--- config.mk ---
export PLATFORM = sky130hd
export DESIGN_NAME = burst_addr_gen
export DESIGN_NICKNAME = d
export VERILOG_FILES = /design/src/rtl/burst_addr_gen.sv
export SDC_FILE = /design/constraint.sdc
export NUM_CORES = 1
export LEC_CHECK = 0
export BUFFER_PORTS_ARGS = -buffer_cell sky130_fd_sc_hd__buf_2
export CAP_MARGIN = 10
export CORE_MARGIN = 4
export CORE_UTILIZATION = 41
export CTS_CLUSTER_DIAMETER = 30
export CTS_CLUSTER_SIZE = 10
export DETAILED_ROUTE_END_ITERATION = 6
export PLACE_DENSITY = 0.76
export SLEW_MARGIN = 10
export SYNTH_ARGS = -nofsm -noshare
export SYNTH_HDL_FRONTEND = slang
export SYNTH_SLANG_ARGS = --single-unit
--- constraint.sdc ---
create_clock -name clk -period 0.9 [get_ports clk]
set_input_delay 0.09 -clock clk [delete_from_list [all_inputs] [get_ports clk]]
set_output_delay 0.09 -clock clk [all_outputs]
set_load 0.01 [all_outputs]
--- src/rtl/burst_addr_gen.sv ---
module burst_addr_gen #(
  parameter int AW = 18
) (
  input  logic          clk,
  input  logic          rst,
  input  logic          ads_cpu_n,
  input  logic          ads_ctl_n,
  input  logic          adv_n,
  input  logic          sel,
  input  logic          order_il,
  input  logic [AW-1:0] addr_in,
  output logic [AW-1:0] addr_out,
  output logic          loaded
);
  localparam int UW = AW - 2;

  logic [UW-1:0] hi_q;
  logic [1:0]    base_q, beat_q, lo;
  logic          loaded_q;

  wire cpu_take = !ads_cpu_n && sel;
  wire ctl_take = ads_cpu_n && !ads_ctl_n;
  wire take     = cpu_take || ctl_take;

  always_ff @(posedge clk) begin
    if (rst) begin
      hi_q     <= '0;
      base_q   <= '0;
      beat_q   <= '0;
      loaded_q <= 1'b0;
    end else begin
      loaded_q <= take;
      if (take) begin
        hi_q   <= addr_in[AW-1:2];
        base_q <= addr_in[1:0];
        beat_q <= '0;
      end else if (!adv_n) begin
        beat_q <= beat_q + 2'd1;
      end
    end
  end

  assign lo       = order_il ? (base_q ^ beat_q) : (base_q + beat_q);
  assign addr_out = {hi_q, lo};
  assign loaded   = loaded_q;

  assert_cpu_load_R1: assert property (@(posedge clk) disable iff (rst)
    cpu_take |=> loaded && addr_out == $past(addr_in));
  assert_cpu_ignored_R2: assert property (@(posedge clk) disable iff (rst)
    (!ads_cpu_n && !sel) |=> !loaded && $stable(hi_q) && $stable(base_q));
  assert_ctl_load_R3: assert property (@(posedge clk) disable iff (rst)
    ctl_take |=> loaded && addr_out == $past(addr_in));
  assert_step_R6: assert property (@(posedge clk) disable iff (rst)
    (!take && !adv_n) |=> beat_q == 2'($past(beat_q) + 2'd1));
  assert_suspend_R7: assert property (@(posedge clk) disable iff (rst)
    (!take && adv_n) |=> $stable(beat_q) && !loaded);
  assert_upper_hold_R8: assert property (@(posedge clk) disable iff (rst)
    !take |=> $stable(addr_out[AW-1:2]));
endmodule

==> reports/summary.md <==
The cell sitting at the root of the clock tree is a sky130_fd_sc_hd__clkbuf_4. The area share of the largest cell type after synthesis was 0.433. Of all cell types, the one taking the most synthesized area is sky130_fd_sc_hd__dfxtp_1. Clock-pin slew was measured on the worst setup and hold paths at 120 ps.

Setup repair after global routing could not meet its margin everywhere. The data arrival at the endpoint of the critical path is 1180 ps, and the total iterations of the first detailed-routing run is 2. The analysis attributes to net switching a power of 0.511 mW. The share of power burned in combinational logic is 0.243, and the initial antenna violation count is 0. The tools report the relative slew slack as 0.672. Using the TritonRoute via totals, the vias-per-cell ratio works out to 4.58. The run gives 1 as the total number of H-tree levels. The path class of the tightest hold or removal check is in2reg. The sequential power share was 0.529; the post-route standard cell area excluding fillers was 0.00149 mm2. Derived from the worst setup path, the maximum achievable clock frequency is 0.786 GHz.

In this run, the number of DRC markers left after iteration 0 of detailed routing was 12. Once layout is complete, the cells apart from fillers number 171. The run finished, with violations left. The global-route usage over all layers was 0.133.

The final reports fail on setup timing. The sequential element share of the synthesized area came out at 0.433. Boundary pin count: 44. Final critical-path required period: 1270 ps. The tools report the final-report hold violation count as 0.

The tools report the type of destination of the critical path as an output port. TritonCTS created 3 clock buffers. The via count of the first global-routing pass was 764; the die span in x was 56.7 um. Each instance of the synthesized netlist takes up on average 10.4 um2.

The total setup violations reported at the end of the flow is 4. The tools report the post-detailed-route count of antenna-violating nets as 0. Row generation in the floorplan step produced 17 rows. The switching share of power was 0.257. Max-cap violations in this run came to 0.

The total power divided by cell area is 1340 mW/mm2, and the overall overflow remaining after global route is 0. For the overall die area, the log shows 0.00321 mm2. Entering global routing, the biggest net connects 40 pins. The routed design has 2.12 mm of wire.

Height of the die: 56.7 um. Total clock sinks: 21. IR analysis of the VDD net gives a maximum drop of 0.000980 V. Clock latency on the worst-skew pair, taken at its later pin, is 300 ps. Ranked by total cell area, the synthesized netlist is headed by sky130_fd_sc_hd__dfxtp_1, sky130_fd_sc_hd__nand2b_1, sky130_fd_sc_hd__mux2i_1. For the worst path required time, the log shows 810 ps. After detailed placement, the design holds a cell count of 162. Internal power comes to 1.48 mW. For the global placer's final weighted congestion, the log shows 0.683.

For this run, design rule violations remaining after detail routing come to 0. Standard cell area after detailed placement: 0.00126 mm2. The tools report the post-synthesis instance area as 971 um2. The final-stage net count is 170. For the wire length of the first global-routing pass, the log shows 3.37 mm. TritonCTS built the clock tree. The final worst-path cycle share works out to 1.41. Counting along the longest clock path gives a buffer depth of 2.

The clock share of power was 0.228; the area of the core was 0.00223 mm2. For the initial core utilization, the log shows 0.435. Relative to the synthesized area, the layout overhead comes to 53.0%. The worst setup slack after layout is -373 ps, and the maximum fanout count along the critical path is 2. For this design the static power due to leakage is 0.680 nW. The fraction of final layout cells with drive strength greater than 1 was 0.566. The start-to-end type of the worst setup path is reg2out. The number of different library cells used by synthesis comes to 14. Net count after synthesis: 119. On the final layout, the worst clock skew is 0.0450 ps. The total inserted antenna cells was 0. The synthesized instance count was 93.

The number of storage elements in the synthesis netlist is 21, and the transition time of the tightest slew-check pin is 493 ps. The port buffer count came out at 43. The worst setup path is launched from a flop. The detailed router placed 784 vias in this run. Number of warnings reported in the yosys synthesis log: 0. The total count of max-transition violations in the final report was 0; the final HPWL from detailed placement was 1.45 mm. The routed length per placed instance is 12.4 um.
[cells in the final DEF, fill, tap and decap left out]
master and instances:
sky130_fd_sc_hd__buf_12 2, sky130_fd_sc_hd__buf_2 27, sky130_fd_sc_hd__buf_4 6, sky130_fd_sc_hd__buf_6 16
sky130_fd_sc_hd__clkbuf_1 1, sky130_fd_sc_hd__clkbuf_4 3, sky130_fd_sc_hd__dfxtp_1 3, sky130_fd_sc_hd__dfxtp_2 18
sky130_fd_sc_hd__dlygate4sd3_1 1, sky130_fd_sc_hd__ha_4 1, sky130_fd_sc_hd__inv_1 1, sky130_fd_sc_hd__mux2i_1 18
sky130_fd_sc_hd__mux2i_4 1, sky130_fd_sc_hd__nand2b_1 36, sky130_fd_sc_hd__nor2_1 1, sky130_fd_sc_hd__nor2b_1 1
sky130_fd_sc_hd__nor2b_4 2, sky130_fd_sc_hd__nor3b_2 1, sky130_fd_sc_hd__nor4b_2 1, sky130_fd_sc_hd__xnor2_2 3
[what timing repair did]
action / 4_1_cts / 5_1_grt
buffers inserted: 1 / 3
pin swaps: 3 / 0
setup endpoints to repair: 4 / 20
hold endpoints to repair: 0 / 1
hold buffers: 0 / 1
resized for setup: 9 / 31
[critical path, cell delays in order (launching register included)]
cell and delay (ps):
sky130_fd_sc_hd__dfxtp_2 370, sky130_fd_sc_hd__ha_4 120, sky130_fd_sc_hd__nor2b_4 140, sky130_fd_sc_hd__xnor2_2 110
sky130_fd_sc_hd__buf_2 140
[per-stage QoR]
stage | hold slack [ps] | power (mW) | util | setup WS [ps] | setup TNS (ps)
finish | 23.7 | 1.99 | 0.665 | -373 | -695
global route | 7.49 | 2.13 | 0.665 | -441 | -902
CTS | 20.7 | 1.93 | 0.599 | -392 | -747
detailed placement | 355 | 1.44 | 0.565 | -107 | -1490
global placement | 348 | 1.42 | 0.565 | -59.5 | -800
floorplan | 242 | 1.27 | - | 28.9 | 0
[power by group through the flow]
stage	Combinational [mW]	Clock [mW]	Sequential, mW
6_report	0.483	0.453	1.05
5_1_grt	0.526	0.546	1.06
4_1_cts	0.418	0.477	1.03
3_5_place_dp	0.392	0	1.05
3_3_place_gp	0.381	0	1.04
2_1_floorplan	0.199	0	1.07
[Yosys cell counts (all sizes together)]
cell    count
inv         1
clkbuf      3
nor3b       1
nor2b       3
buf         3
nor2        1
xnor2       3
dfxtp      21
nand2b     36
ha          1
mux2i      19
nor4b       1
[routing by layer]
metal / track usage / up-vias / share of wire
met4: 0.0305 / 0 / 0
met2: 0.216 / 31 / 0.50
met1: 0.177 / 355 / 0.43
met3: 0.0322 / 0 / 0.070
li1: - / 398 / -
met5: 0 / - / 0
[path summary, 6_finish.rpt]
kind / startpoint / endpoint / slack (ps) / cells past startpoint
max: beat_q[0]$_SDFFE_PP0N_ / addr_out[1] / -370 / 4
min: addr_in[10] / hi_q[8]$_SDFFE_PP0P_ / 20 / 3
max reg2reg: beat_q[0]$_SDFFE_PP0N_ / beat_q[0]$_SDFFE_PP0N_ / -100 / 4
min reg2reg: hi_q[3]$_SDFFE_PP0P_ / hi_q[3]$_SDFFE_PP0P_ / 490 / 2
[sequential cells by signal (all words and copies together), names as in the netlist]
register,flops
hi_q,16
base_q,2
loaded,1
beat_q,2
[cells by family (layout without fill, tap and decap cells)]
family / count (synthesis) / after routing / synth area share
simple gates: 42 / 42 / 0.284
xor+xnor: 3 / 3 / 0.0271
flops: 21 / 21 / 0.433
buf+inv: 7 / 57 / 0.0438
mux: 19 / 19 / 0.200
fa+ha+maj: 1 / 1 / 0.0129
[final cells by class]
class,instances,area [um2]
repair buffers,52,410
fillers,186,748
clock buffers,4,26.3
flip-flops and latches,21,443
inverters,1,3.75
well taps,28,35.0
multi-input cells,65,567
Power figures use the tool's default switching activity.
